## src/rtl/mtask_seq_pkg.sv

```systemverilog
package mtask_seq_pkg;

  // Number of chained tasks and index width
  localparam int TASK_N  = 4;
  localparam int TASK_IW = $clog2(TASK_N);

  // Positions in the chain; the order is behaviour
  localparam logic [TASK_IW-1:0] IDX_SENSE = TASK_IW'(0);
  localparam logic [TASK_IW-1:0] IDX_SEND  = TASK_IW'(2);
  localparam logic [TASK_IW-1:0] IDX_ACK   = TASK_IW'(TASK_N - 1);

  typedef enum logic [1:0] {
    ST_IDLE,
    ST_WAKE,
    ST_FIRE,
    ST_WAIT
  } seq_state_e;

  // One-hot select of a task index
  function automatic logic [TASK_N-1:0] task_onehot(input logic [TASK_IW-1:0] idx);
    logic [TASK_N-1:0] v;
    v = '0;
    v[idx] = 1'b1;
    return v;
  endfunction

  // True for the final link of the chain
  function automatic logic is_last(input logic [TASK_IW-1:0] idx);
    return idx == IDX_ACK;
  endfunction

  // Tasks from sensing through sending need the measurement memory
  function automatic logic uses_gated_mem(input logic [TASK_IW-1:0] idx);
    return idx <= IDX_SEND;
  endfunction

  // Successor in the chain
  function automatic logic [TASK_IW-1:0] next_idx(input logic [TASK_IW-1:0] idx);
    return idx + TASK_IW'(1);
  endfunction

endpackage

```

## src/rtl/tick_gen.sv

```systemverilog
module tick_gen #(
  parameter int PERIOD_CYC = 5_000_000
) (
  input  logic clk,
  input  logic rst_n,
  output logic tick
);
  localparam int CW = (PERIOD_CYC > 2) ? $clog2(PERIOD_CYC) : 1;
  localparam logic [CW-1:0] LAST = CW'(PERIOD_CYC - 1);

  logic [CW-1:0] cnt_q;
  logic          wrap;

  assign wrap = (cnt_q == LAST);
  assign tick = wrap;

  always_ff @(posedge clk or negedge rst_n) begin
    if (!rst_n)    cnt_q <= '0;
    else if (wrap) cnt_q <= '0;
    else           cnt_q <= cnt_q + CW'(1);
  end


  tick_spacing_chk: assert property (@(posedge clk) disable iff (!rst_n)
    tick |=> !tick);


  cnt_range_chk: assert property (@(posedge clk) disable iff (!rst_n)
    cnt_q <= LAST);

  initial begin
    if (PERIOD_CYC < 2) $error("PERIOD_CYC must be at least 2");
  end
endmodule

```

## src/rtl/chain_ctrl.sv

```systemverilog
module chain_ctrl
  import mtask_seq_pkg::*;
(
  input  logic                 clk,
  input  logic                 rst_n,
  input  logic                 tick,
  input  logic                 radio_evt,
  input  logic [TASK_N-1:0]    task_done,
  output seq_state_e           state,
  output logic [TASK_IW-1:0]   idx
);
  seq_state_e         state_q, state_d;
  logic [TASK_IW-1:0] idx_q, idx_d;
  logic               pend_q, pend_d;

  // Named internal events
  logic idle;
  logic ev_launch_timer;
  logic ev_launch_radio;
  logic ev_step;
  logic ev_finish;

  assign idle            = (state_q == ST_IDLE);
  assign ev_launch_timer = idle && (tick || pend_q);
  assign ev_launch_radio = idle && !ev_launch_timer && radio_evt;
  assign ev_step         = (state_q == ST_WAIT) && task_done[idx_q];
  assign ev_finish       = ev_step && is_last(idx_q);

  always_comb begin
    state_d = state_q;
    idx_d   = idx_q;
    pend_d  = pend_q;
    unique case (state_q)
      ST_IDLE: begin
        if (ev_launch_timer) begin
          state_d = ST_WAKE;
          idx_d   = IDX_SENSE;
          pend_d  = 1'b0;
        end else if (ev_launch_radio) begin
          state_d = ST_WAKE;
          idx_d   = IDX_ACK;
        end
      end
      ST_WAKE: state_d = ST_FIRE;
      ST_FIRE: state_d = ST_WAIT;
      ST_WAIT: begin
        if (ev_finish) begin
          state_d = ST_IDLE;
        end else if (ev_step) begin
          state_d = ST_WAKE;
          idx_d   = next_idx(idx_q);
        end
      end
      default: state_d = ST_IDLE;
    endcase
    if (!idle && tick) pend_d = 1'b1;
  end

  always_ff @(posedge clk or negedge rst_n) begin
    if (!rst_n) begin
      state_q <= ST_IDLE;
      idx_q   <= '0;
      pend_q  <= 1'b0;
    end else begin
      state_q <= state_d;
      idx_q   <= idx_d;
      pend_q  <= pend_d;
    end
  end

  assign state = state_q;
  assign idx   = idx_q;


  pend_hold_chk: assert property (@(posedge clk) disable iff (!rst_n)
    (tick && !idle) |=> pend_q);


  pend_serve_chk: assert property (@(posedge clk) disable iff (!rst_n)
    (idle && pend_q) |=> (state_q == ST_WAKE && idx_q == IDX_SENSE));


  chain_order_chk: assert property (@(posedge clk) disable iff (!rst_n)
    (ev_step && !ev_finish) |=> (state_q == ST_WAKE && idx_q == $past(idx_q) + TASK_IW'(1)));


  radio_busy_chk: assert property (@(posedge clk) disable iff (!rst_n)
    (!idle && radio_evt && !ev_step) |=> (idx_q == $past(idx_q)));


  radio_launch_chk: assert property (@(posedge clk) disable iff (!rst_n)
    ev_launch_radio |=> (idx_q == IDX_ACK && state_q == ST_WAKE));
endmodule

```

## src/rtl/domain_map.sv

```systemverilog
module domain_map
  import mtask_seq_pkg::*;
(
  input  seq_state_e           state,
  input  logic [TASK_IW-1:0]   idx,
  output logic [TASK_N-1:0]    task_pwr,
  output logic [TASK_N-1:0]    task_go,
  output logic                 gmem_pwr,
  output logic                 amem_pwr
);
  logic active;
  logic [TASK_N-1:0] sel;

  assign active   = (state != ST_IDLE);
  assign sel      = task_onehot(idx);
  assign task_pwr = active ? sel : '0;
  assign task_go  = (state == ST_FIRE) ? sel : '0;
  assign gmem_pwr = active && uses_gated_mem(idx);
  assign amem_pwr = 1'b1;
endmodule

```

## src/rtl/mtask_seq.sv

```systemverilog
module mtask_seq
  import mtask_seq_pkg::*;
#(
  parameter int PERIOD_CYC = 5_000_000
) (
  input  logic       clk,
  input  logic       rst_n,
  input  logic [3:0] task_done,
  input  logic       radio_evt,
  output logic [3:0] task_pwr,
  output logic [3:0] task_go,
  output logic       gmem_pwr,
  output logic       amem_pwr
);
  logic               tick;
  seq_state_e         state;
  logic [TASK_IW-1:0] idx;

  tick_gen #(.PERIOD_CYC(PERIOD_CYC)) timer_i (
    .clk   (clk),
    .rst_n (rst_n),
    .tick  (tick)
  );

  chain_ctrl ctrl_i (
    .clk       (clk),
    .rst_n     (rst_n),
    .tick      (tick),
    .radio_evt (radio_evt),
    .task_done (task_done),
    .state     (state),
    .idx       (idx)
  );

  domain_map map_i (
    .state    (state),
    .idx      (idx),
    .task_pwr (task_pwr),
    .task_go  (task_go),
    .gmem_pwr (gmem_pwr),
    .amem_pwr (amem_pwr)
  );


  pwr_onehot_chk: assert property (@(posedge clk) disable iff (!rst_n)
    $onehot0(task_pwr));


  go_inside_pwr_chk: assert property (@(posedge clk) disable iff (!rst_n)
    (|task_go) |-> ((task_go & task_pwr) == task_go));


  go_after_wake_chk: assert property (@(posedge clk) disable iff (!rst_n)
    (|task_go) |-> ($past(task_pwr) == task_pwr && $past(task_go) == '0));


  gmem_follow_chk: assert property (@(posedge clk) disable iff (!rst_n)
    gmem_pwr == (|task_pwr[2:0]));

  // a task loses power only after its own completion line was high
  for (genvar k = 0; k < TASK_N; k++) begin : g_drop
    pwr_drop_chk: assert property (@(posedge clk) disable iff (!rst_n)
      $fell(task_pwr[k]) |-> $past(task_done[k]));
  end
endmodule

```

## config.mk

```make
export PLATFORM = sky130hd
export DESIGN_NAME = mtask_seq
export DESIGN_NICKNAME = d
export VERILOG_FILES = /design/src/rtl/mtask_seq_pkg.sv /design/src/rtl/tick_gen.sv /design/src/rtl/chain_ctrl.sv /design/src/rtl/domain_map.sv /design/src/rtl/mtask_seq.sv
export SDC_FILE = /design/constraint.sdc
export NUM_CORES = 1
export LEC_CHECK = 0
export BUFFER_PORTS_ARGS = -buffer_cell sky130_fd_sc_hd__buf_2
export CELL_PAD_IN_SITES_DETAIL_PLACEMENT = 0
export CELL_PAD_IN_SITES_GLOBAL_PLACEMENT = 2
export CORE_MARGIN = 1
export CORE_UTILIZATION = 40
export DETAILED_ROUTE_END_ITERATION = 10
export GPL_ROUTABILITY_DRIVEN = 0
export PLACE_DENSITY = 0.79
export REMOVE_ABC_BUFFERS = 1
export SYNTH_ARGS = -nofsm -noshare
export SYNTH_HDL_FRONTEND = slang
export SYNTH_HIERARCHICAL = 1
export SYNTH_SLANG_ARGS = --single-unit
```

## constraint.sdc

```tcl
create_clock -name clk -period 3.9 [get_ports clk]
set_input_delay 0.39 -clock clk [delete_from_list [all_inputs] [get_ports clk]]
set_output_delay 0.39 -clock clk [all_outputs]
set_load 0.03 [all_outputs]
```

==> results by group, run 1 <==
Run status
  – Result of the run: finished, final reports clean

Global route
  – Antenna violations before repair: 0
  – Met1 usage in global routing: 20.8%
  – Pin count of the biggest net entering global routing: 29
  – Global-route wire length before repair: 5470 um
  – Total global routing overflow: 0
  – Met2 demand-to-capacity share in global routing: 27.2%
  – Via count of the first global-routing pass: 1,237
  – Most utilized layer in the global route result: met2
  – Global routing met3 resource utilization: 4.51%
  – Total track usage: 16.5%

Clocking
  – Post-CTS setup repair buffer count: 0
  – Insertion delay to the later sink of the worst-skew pair: 270 ps
  – Max Root-Sink Buffers: 2
  – Number of gates given a new drive strength after cts: 0
  – Total CTS buffers: 3
  – CTS clk-pin slew, worst paths: 90 ps
  – Total number of H-tree levels: 1
  – Post-cts hold buffer count: 0
  – Clock sinks: 28
  – Clock tree from TritonCTS: done
  – CTS Root Buffer Type: clkbuf_8

Yosys
  – Sequential fraction of the synthesis area: 43.2%
  – Post-synthesis instance area: 1620 um^2
  – Avg Synthesized Cell Area: 10.1 um^2
  – Synth Instances: 161
  – Synth Register Bits: 28
  – Fraction of synthesis flops using an asynchronous set or reset pin: 100%
  – Primary FF master, synth: dfrtp_1
  – Number of distinct library cells after synthesis: 46
  – Synthesis Warnings: 6
  – Number of synthesized flops with an enable pin: 0

Routing
  – Total number of vias: 1,238
  – Number of design-rule violations left by the first detailed-router iteration: 72
  – Per-cell via count in the routed design: 5.50
  – First-pass iteration count of the detailed router: 4
  – Wire length after detailed routing: 3060 um
  – Detailed-route DRC error count: 0
  – WL/cell: 13.6 um
  – Number of nets still failing antenna checks after routing: 0

Power and ir drop
  – Pwr per Cell Area: 537 nW/um^2
  – Static Leak: 0.000810 uW
  – Maximum ir drop on the vdd rail: 265 uV

Timing
  – Final setup violation count: 0
  – Min Clock Period, post-route: 2540 ps
  – Setup clock skew after layout: 4.83 ps
  – Final total negative setup slack: 0 ps
  – Max frequency: 393 MHz
  – Final critical-path setup slack: 1360 ps
  – Post-route fraction of the period consumed by the critical path: 65.2%
  – Slew Viols, Final: 0
  – Worst-margin pin slew: 675 ps
  – Final hold viol count: 0
  – Slew Limit Headroom: 54.7%
  – RSZ-0062 raised after global routing: no

Placement
  – Placed instance area: 1740 um^2
  – DPL Wire Length: 2320 um
  – Count of port buffers added during placement: 15
  – Pre-CTS setup slack: 1330 ps

Cells and area
  – Commonest cells after routing, fill and taps aside: 28 x dfrtp_1, 22 x nor2_1, 15 x buf_2
  – ANT cells: 0
  – Number of inserted filler cells in the final layout: 342
  – Post-synthesis to final-layout area growth: 10.6%
  – Layout cell share with drive strength beyond 1: 18.1%
  – Commonest non-fill, non-tap cell in the layout: dfrtp_1
  – Final Net Count: 190
  – Cell area after layout: 1790 um^2
  – Final core utilization: 47.6%

Floorplan
  – Die area: 4320 um^2
  – DIE WIDTH: 65.7 um
  – Floorplan row count: 22
  – IO Pins: 17
  – Standard cell core area: 3770 um^2
  – Die Ht: 65.7 um
  – Initial core utilization: 43.0%

Setup path
  – Data arrival, critical path: 2710 ps
  – Reg2Reg Setup Slack: 1360 ps
  – Nature of the critical path startpoint: flop
  – Capturing element type of the critical path: flop
  – Maximum net fanout on the critical path: 11
  – Required time of the critical path: 4060 ps
  – CP Class: flop to flop

Min path
  – Worst hold path type: input port to async pin

Flow run
  – Maximum capacitance violations: 0
[logic make-up (layout without fill, tap and decap cells)]
family,count (synthesis),after routing,synth area share [%]
buffers and inverters,8,24,2.31
AO/OA/AOI/OAI,15,15,7.25
adder cells (fa/ha/maj),5,5,3.86
flip-flops,28,28,43.2
multiplexers,4,4,2.85
XOR/XNOR,17,17,9.17
AND/OR/NAND/NOR,83,83,31.2
other,1,1,0.231
[per-stage QoR]
stage / hold slack [ps] / instances / power [uW]
after floorplan: 94.4 / 158 / 693
after detailed placement: 447 / 221 / 793
after CTS: 136 / 225 / 979
after global routing: 166 / 225 / 1040
after global placement: 439 / 221 / 779
final: 111 / 225 / 964
[sequential cells by signal (all words and copies together) (netlist names)]
name,cells
timer_i/cnt_q,23
ctrl_i/pend_q,1
ctrl_i/idx,2
ctrl_i/state,2
[worst max-delay path: stages, from the launching register on]
cell	delay, ps
dfrtp_1	400
ha_1	210
nand3_2	170
or2_1	300
nor4_4	640
nor4b_2	180
a21o_1	230
mux2_4	300
[report_power, final]
part	switching (uW)	total, uW	leakage [uW]	internal [uW]
Sequential	52.3	366	0.000367	314
Clock	86.4	177	0.0000288	90.4
Combinational	241	420	0.000414	179
[cell type report]
cell class | count | area (um^2) | area share (%)
Clock buffer | 4 | 55.1 | 3.07
Inverter | 5 | 18.8 | 1.05
Multi-Input combinational cell | 125 | 885 | 49.3
Sequential cell | 28 | 701 | 39.1
Tap cell | 48 | 60.1 | 3.35
Timing Repair Buffer | 15 | 75.1 | 4.18
[Yosys cell counts, types with 2 or more instances]
library cell | n | share of area (%)
ha_1 | 5 | 3.9
nor4_1 | 3 | 1.2
nor4b_1 | 2 | 1.1
buf_4 | 2 | 0.92
nor4_4 | 2 | 2.6
and3_1 | 2 | 0.77
nand4_1 | 5 | 1.9
inv_1 | 5 | 1.2
mux2i_1 | 2 | 1.2
o21ai_0 | 2 | 0.62
nor2_1 | 22 | 5.1
nor3_1 | 6 | 1.9
nand2b_1 | 5 | 1.9
and4_1 | 2 | 1.1
xnor2_1 | 13 | 7.0
a211oi_1 | 2 | 0.92
o22ai_1 | 2 | 0.77
dfrtp_1 | 28 | 43
nand2_1 | 10 | 2.3
xor2_1 | 4 | 2.2
a21oi_1 | 3 | 0.92
nand3_1 | 10 | 3.1
[layer usage]
layer	routed length, um	vias to the layer above
li1	-	613
met1	1440	595
met2	1470	24
met3	104	6
met4	48	0
met5	0	-
[path summary, 6_finish.rpt]
check,end,start,cells after the start
worst min register to register,timer_i/cnt_q[0],timer_i/cnt_q[0],1
worst max-delay path,ctrl_i/state[1],timer_i/cnt_q[0],7
worst min-delay path,timer_i/cnt_q[13],rst_n,1
min in group clk,timer_i/cnt_q[0],timer_i/cnt_q[0],1
max in group asynchronous,ctrl_i/state[0],rst_n,1
worst max register to register,ctrl_i/state[1],timer_i/cnt_q[0],7
No activity file was read; power rests on OpenSTA's default activity.
==> inputs of run 2 (changes only) <==
--- a/config.mk
+++ b/config.mk
@@ -9,10 +9,10 @@
 export CELL_PAD_IN_SITES_DETAIL_PLACEMENT = 0
 export CELL_PAD_IN_SITES_GLOBAL_PLACEMENT = 2
 export CORE_MARGIN = 1
-export CORE_UTILIZATION = 40
+export CORE_UTILIZATION = 37
 export DETAILED_ROUTE_END_ITERATION = 10
 export GPL_ROUTABILITY_DRIVEN = 0
-export PLACE_DENSITY = 0.79
+export PLACE_DENSITY = 0.74
 export REMOVE_ABC_BUFFERS = 1
 export SYNTH_ARGS = -nofsm -noshare
 export SYNTH_HDL_FRONTEND = slang
==> constraint.sdc (replaced) <==
create_clock -name clk -period 2.5 [get_ports clk]
set_input_delay 0.25 -clock clk [delete_from_list [all_inputs] [get_ports clk]]
set_output_delay 0.25 -clock clk [all_outputs]
set_load 0.03 [all_outputs]
==> run 2 against run 1 <==
Effect of this change: the flow now finishes with violations (hold timing); core utilization down 3.7 points; routed wire length up 3.1%; clock power up 60%; largest cell class unchanged; sequential cell count unchanged; total power up 57%; worst hold slack worse by 130 ps; first-iteration DRC count up 8.3%; sequential share of layout area down 0.22 points; critical path depth unchanged.
==> results by group, run 2 (synthesis results as in run 1) <==
Run status
  – Result of the run: finished, violations left
  – Violated checks: hold timing

Setup path
  – Critical path's slowest cell: dfrtp_1
  – CP Class: flop to flop
  – Nature of the critical path startpoint: flop
  – Buf+Inv Stages, Crit Path: 0 (unchanged)
  – Required time of the critical path: 2670 ps (-1390 ps)
  – Maximum net fanout on the critical path: 5 (-6)
  – Gate family responsible for the most delay along the worst path: simple AND/OR/NAND/NOR gates
  – Data arrival, critical path: 2400 ps (-310 ps)
  – Capturing element type of the critical path: flop
  – Worst-path cell chain: ha_1 > nand3_2 > or2_1 > nor4_4 > nor4b_2 > a21o_1 > mux2_4
  – Delay of the slowest critical-path stage: 410 ps (-230 ps)

Global route
  – Global-route wire length before repair: 5350 um (-2.1%)
  – Pin count of the biggest net entering global routing: 29 (unchanged)
  – Total global routing overflow: 0 (unchanged)
  – Antenna violations before repair: 0 (unchanged)
  – Total track usage: 15.6% (-0.95 points)
  – Via count of the first global-routing pass: 1,205 (-2.6%)

Cells and area
  – Flip-flop count of the largest register after layout: 23 (unchanged)
  – Layout cell share with drive strength beyond 1: 18.5% (+0.46 points)
  – Commonest cells after routing, fill and taps aside: 28 x dfrtp_1, 22 x nor2_1, 15 x buf_2
  – Final Net Count: 191 (+0.53%)
  – Post-synthesis to final-layout area growth: 11.2%
  – Commonest non-fill, non-tap cell in the layout: dfrtp_1
  – Cell area after layout: 1800 um^2 (+0.56%)
  – Number of inserted filler cells in the final layout: 398 (+16%)
  – Most flop-heavy register: timer_i/cnt_q
  – ANT cells: 0 (unchanged)

Timing
  – Worst Hold Margin: -21.4 ps (-132 ps)
  – Final total negative setup slack: 0 ps (unchanged)
  – Post-route fraction of the period consumed by the critical path: 89.3% (+24 points)
  – Final hold viol count: 28 (+28)
  – Slew Viols, Final: 0 (unchanged)
  – Min Clock Period, post-route: 2230 ps (-311 ps)
  – Max frequency: 448 MHz (+14%)
  – Worst-margin pin slew: 622 ps (-53.0 ps)
  – Slew Limit Headroom: 58.6% (+3.9 points)
  – Final setup violation count: 0 (unchanged)
  – Setup clock skew after layout: 4.15 ps (-0.679 ps)
  – RSZ-0062 raised after global routing: no

Floorplan
  – Floorplan row count: 23 (+4.5%)
  – Initial core utilization: 39.4% (-3.6 points)
  – Standard cell core area: 4120 um^2 (+9.1%)
  – DIE WIDTH: 68.2 um (+3.9%)
  – Die Ht: 68.2 um (+3.9%)
  – IO Pins: 17 (unchanged)
  – Die area: 4650 um^2 (+7.9%)

Clocking
  – Max Root-Sink Buffers: 2 (unchanged)
  – Post-cts hold buffer count: 0 (unchanged)
  – Clock sinks: 28 (unchanged)
  – Clock tree from TritonCTS: done
  – Number of gates given a new drive strength after cts: 0 (unchanged)
  – Total CTS buffers: 3 (unchanged)
  – Total number of H-tree levels: 1 (unchanged)
  – Insertion delay to the later sink of the worst-skew pair: 280 ps (about the same)
  – CTS clk-pin slew, worst paths: 100 ps (about the same)
  – Post-CTS setup repair buffer count: 0 (unchanged)
  – CTS Root Buffer Type: clkbuf_8

Routing
  – First-pass iteration count of the detailed router: 4 (unchanged)
  – Detailed-route DRC error count: 0 (unchanged)
  – Per-cell via count in the routed design: 5.48 (-0.36%)
  – Total number of vias: 1,250 (+0.97%)
  – WL/cell: 13.8 um (+1.8%)
  – Number of nets still failing antenna checks after routing: 0 (unchanged)
  – Wire length after detailed routing: 3150 um (+3.1%)
  – Number of design-rule violations left by the first detailed-router iteration: 78 (+8.3%)

Placement
  – Placed instance area: 1750 um^2 (+0.58%)
  – DPL Wire Length: 2370 um (+2.3%)
  – Count of port buffers added during placement: 15 (unchanged)

Min path
  – Worst hold path type: input port to async pin

Power and ir drop
  – Pwr per Cell Area: 836 nW/um^2 (+56%)
  – Static Leak: 0.000815 uW (+0.67%)
  – Maximum ir drop on the vdd rail: 445 uV (+68%)

Flow run
  – Maximum capacitance violations: 0 (unchanged)
-- run 2: changes by cell type in the layout (fill, tap and decap cells not counted), sizes merged --
cell,previous run,this run
buf,15,16
-- run 2: metal layers --
layer  track usage, %  vias to the layer above  routed length [um]
met5                0                        -                   0
li1                 -                      612                   -
met3             4.00                        4                 115
met1             19.6                      609                1490
met4             4.95                        0                  29
met2             25.9                       25                1520
-- run 2: final cells by class --
type                    instances  area, um^2  area share (%)
well taps                      50        62.6            3.47
multi-input cells             125         885            49.0
repair buffers                 16        82.6            4.58
flip-flops and latches         28         701            38.8
clock buffers                   4        55.1            3.05
inverters                       5        18.8            1.04
-- run 2: metrics by stage --
step | utilization (%) | total power, uW | hold WS (ps) | cells | worst slack, ps
after CTS | 43.8 | 1520 | 3.79 | 228 | 272
after detailed placement | 42.5 | 1240 | 312 | 224 | 292
after global placement | 42.5 | 1230 | 308 | 224 | 378
after floorplan | - | 1080 | -45.6 | 158 | 239
final | 43.8 | 1510 | -21.4 | 228 | 268
after global routing | 43.8 | 1620 | 14.5 | 228 | 76.2
-- run 2: worst register-to-register path, cell delays in order, from the launching register on --
cell,delay (ps)
dfrtp_1,410
ha_1,220
nand3_2,180
or2_1,310
nor4_4,360
nor4b_2,130
a21o_1,210
mux2_4,300
-- run 2: where the power goes --
part / total (uW) / internal [uW] / leakage (uW) / switching (uW)
Combinational: 653 / 280 / 0.000420 / 373
Clock: 283 / 141 / 0.0000288 / 142
Sequential: 573 / 490 / 0.000367 / 82.4
Total: 1510 / 911 / 0.000815 / 597
-- run 2: final timing paths --
path / slack, ps / cells past startpoint / to / startpoint
worst max register to register: 270 / 7 / ctrl_i/state[1] / timer_i/cnt_q[0]
worst max-delay path: 270 / 7 / ctrl_i/state[1] / timer_i/cnt_q[0]
min in group clk: 400 / 4 / ctrl_i/state[0] / radio_evt
max in group asynchronous: 2120 / 1 / timer_i/cnt_q[18] / rst_n
worst min-delay path: -20 / 1 / timer_i/cnt_q[8] / rst_n
worst min register to register: 500 / 1 / timer_i/cnt_q[0] / timer_i/cnt_q[0]
==> inputs of run 3 (changes only) <==
--- a/config.mk
+++ b/config.mk
@@ -8,7 +8,7 @@
 export BUFFER_PORTS_ARGS = -buffer_cell sky130_fd_sc_hd__buf_2
 export CELL_PAD_IN_SITES_DETAIL_PLACEMENT = 0
 export CELL_PAD_IN_SITES_GLOBAL_PLACEMENT = 2
-export CORE_MARGIN = 1
+export CORE_MARGIN = 2
 export CORE_UTILIZATION = 37
 export DETAILED_ROUTE_END_ITERATION = 10
 export GPL_ROUTABILITY_DRIVEN = 0
==> run 3 against run 2 <==
Effect of this change: the run still ends with hold timing left; largest power group unchanged; total power down 1.8%; first-iteration DRC count shrank 35%; global-route usage shrank 1.3 points; cell count grew 0.44%; highest routed layer unchanged.
==> results by group, run 3 (synthesis results as in run 1) <==
Placement
  – Count of port buffers added during placement: 15 (unchanged)
  – Pre-CTS setup slack: 292 ps (-0.153 ps)
  – DPL Wire Length: 2460 um (+3.9%)

Timing
  – Final setup violation count: 0 (unchanged)
  – Setup clock skew after layout: 3.08 ps (-1.07 ps)
  – Min Clock Period, post-route: 2210 ps (-19.5 ps)
  – RSZ-0062 raised after global routing: no
  – Max frequency: 452 MHz (+0.88%)
  – Worst Hold Margin: -10.6 ps (+10.8 ps)
  – Final hold viol count: 28 (unchanged)
  – Final total negative setup slack: 0 ps (unchanged)
  – Post-route fraction of the period consumed by the critical path: 88.5% (-0.78 points)
  – Slew Limit Headroom: 58.0% (-0.54 points)
  – Final critical-path setup slack: 287 ps (+19.5 ps)
  – Slew Viols, Final: 0 (unchanged)
  – Worst-margin pin slew: 630 ps (+8.09 ps)

Min path
  – Worst hold path type: input port to async pin

Cells and area
  – ANT cells: 0 (unchanged)
  – Number of inserted filler cells in the final layout: 431 (+8.3%)
  – Most flop-heavy register: timer_i/cnt_q
  – Commonest cells after routing, fill and taps aside: 28 x dfrtp_1, 22 x nor2_1, 15 x buf_2
  – Final Net Count: 191 (unchanged)
  – Flip-flop count of the largest register after layout: 23 (unchanged)
  – Commonest non-fill, non-tap cell in the layout: dfrtp_1
  – Final core utilization: 41.8% (-2.1 points)
  – Post-synthesis to final-layout area growth: 10.5%
  – Sequential Area: 701 um^2 (unchanged)
  – Combined area of the multi-input logic cells: 885 um^2 (unchanged)
  – Layout cell share with drive strength beyond 1: 18.1% (-0.46 points)

Routing
  – Per-cell via count in the routed design: 5.17 (-5.8%)
  – Wire length after detailed routing: 3310 um (+4.8%)
  – Number of nets still failing antenna checks after routing: 0 (unchanged)
  – First-pass iteration count of the detailed router: 4 (unchanged)
  – Total number of vias: 1,183 (-5.4%)
  – Number of design-rule violations left by the first detailed-router iteration: 51 (-35%)
  – Detailed-route DRC error count: 0 (unchanged)
  – WL/cell: 14.4 um (+4.4%)

Setup path
  – Data arrival, critical path: 2370 ps (-30 ps)
  – CP Class: flop to flop
  – Launch point of the worst reg-to-reg path: timer_i/cnt_q[0]
  – Reg2Reg Setup Slack: 290 ps (+20 ps)
  – Required time of the critical path: 2660 ps (about the same)
  – Capturing element type of the critical path: flop
  – Worst Reg-to-Reg Cells: 8 (+1)
  – Nature of the critical path startpoint: flop
  – Reg-to-reg critical path endpoint: ctrl_i/idx[1]
  – Maximum net fanout on the critical path: 5 (unchanged)

Floorplan
  – IO Pins: 17 (unchanged)
  – Die area: 4930 um^2 (+5.9%)
  – DIE WIDTH: 70.2 um (+2.9%)
  – Standard cell core area: 4290 um^2 (+4.3%)
  – Initial core utilization: 37.8% (-1.6 points)
  – Die Ht: 70.2 um (+2.9%)
  – Floorplan row count: 24 (+4.3%)

Global route
  – Global-route wire length before repair: 5720 um (+6.8%)
  – Via count of the first global-routing pass: 1,148 (-4.7%)
  – Pin count of the biggest net entering global routing: 29 (unchanged)
  – Total global routing overflow: 0 (unchanged)
  – Antenna violations before repair: 0 (unchanged)
  – Total track usage: 14.3% (-1.3 points)

Power and ir drop
  – Pwr per Cell Area: 826 nW/um^2 (-1.2%)
  – Sequential share of power: 38.5% (+0.5 points)
  – Maximum ir drop on the vdd rail: 600 uV (+35%)
  – Static Leak: 0.000808 uW (-0.88%)
  – Net switching power of the design: 602 uW (+0.85%)
  – Switching part of the total power: 40.7% (+1.1 points)
  – Part of the power in the clock network: 16.4% (-2.3 points)
  – Share of total power in combinational logic: 45.1% (+1.8 points)
  – Int Pwr: 879 uW (-3.5%)

Clocking
  – Max Root-Sink Buffers: 2 (unchanged)
  – Total number of H-tree levels: 1 (unchanged)
  – Total CTS buffers: 3 (unchanged)
  – Post-CTS setup repair buffer count: 0 (unchanged)
  – Insertion delay to the later sink of the worst-skew pair: 270 ps (about the same)
  – Clock tree from TritonCTS: done
  – CTS clk-pin slew, worst paths: 90 ps (about the same)
  – Post-cts hold buffer count: 0 (unchanged)
  – Number of gates given a new drive strength after cts: 0 (unchanged)
  – Clock sinks: 28 (unchanged)
  – CTS Root Buffer Type: clkbuf_8

Run status
  – Violated checks: hold timing
  – Result of the run: finished, violations left

Flow run
  – Maximum capacitance violations: 0 (unchanged)
run 3: how the worst max path moves through the flow:
stage,slack [ps],depth (start not counted),start,end
2_1_floorplan,240,7,timer_i/cnt_q[0],ctrl_i/state[1]
3_3_place_gp,380,8,timer_i/cnt_q[0],ctrl_i/idx[1]
3_5_place_dp,290,8,timer_i/cnt_q[0],ctrl_i/idx[1]
4_1_cts,270,8,timer_i/cnt_q[0],ctrl_i/idx[1]
5_1_grt,110,8,timer_i/cnt_q[0],ctrl_i/idx[1]
6_report,290,8,timer_i/cnt_q[0],ctrl_i/idx[1]
run 3: metal layers:
metal / vias up / global-route usage, % / wire (um)
met2: 19 / 21.8 / 1570
met5: - / 0 / 0
met1: 553 / 21.0 / 1630
met3: 2 / 2.16 / 89
li1: 609 / - / -
met4: 0 / 3.85 / 17
run 3: worst max-delay path: stages (launching register included):
cell and delay, ps:
dfrtp_1 420, ha_1 220, nand3_2 170, or2_1 310, nor4_4 330, nor2_1 90
nor3b_1 180, nor3_1 90, a32o_1 290
run 3: cell type report:
class                      count  area share (%)
inverter                       5            1.05
tap                           52            3.63
sequential                    28            39.1
clock buffer                   3            2.30
multi-input combinational    125            49.3
timing repair buffer          16            4.61
run 3: through the flow:
step | total power (uW) | std cells | instance area, um^2 | hold slack, ps
2_1_floorplan | 1080 | 158 | 1600 | -45.6
3_3_place_gp | 1220 | 226 | 1750 | 302
3_5_place_dp | 1250 | 226 | 1750 | 320
4_1_cts | 1500 | 229 | 1790 | 15.0
5_1_grt | 1590 | 229 | 1790 | 46.1
6_report | 1480 | 229 | 1790 | -10.6
run 3: power groups by stage:
stage          Combinational [uW]  Sequential (uW)  Clock (uW)
2_1_floorplan                 520              561           0
3_3_place_gp                  640              578           0
3_5_place_dp                  668              577           0
4_1_cts                       671              570         255
5_1_grt                       734              578         275
6_report                      667              571         243
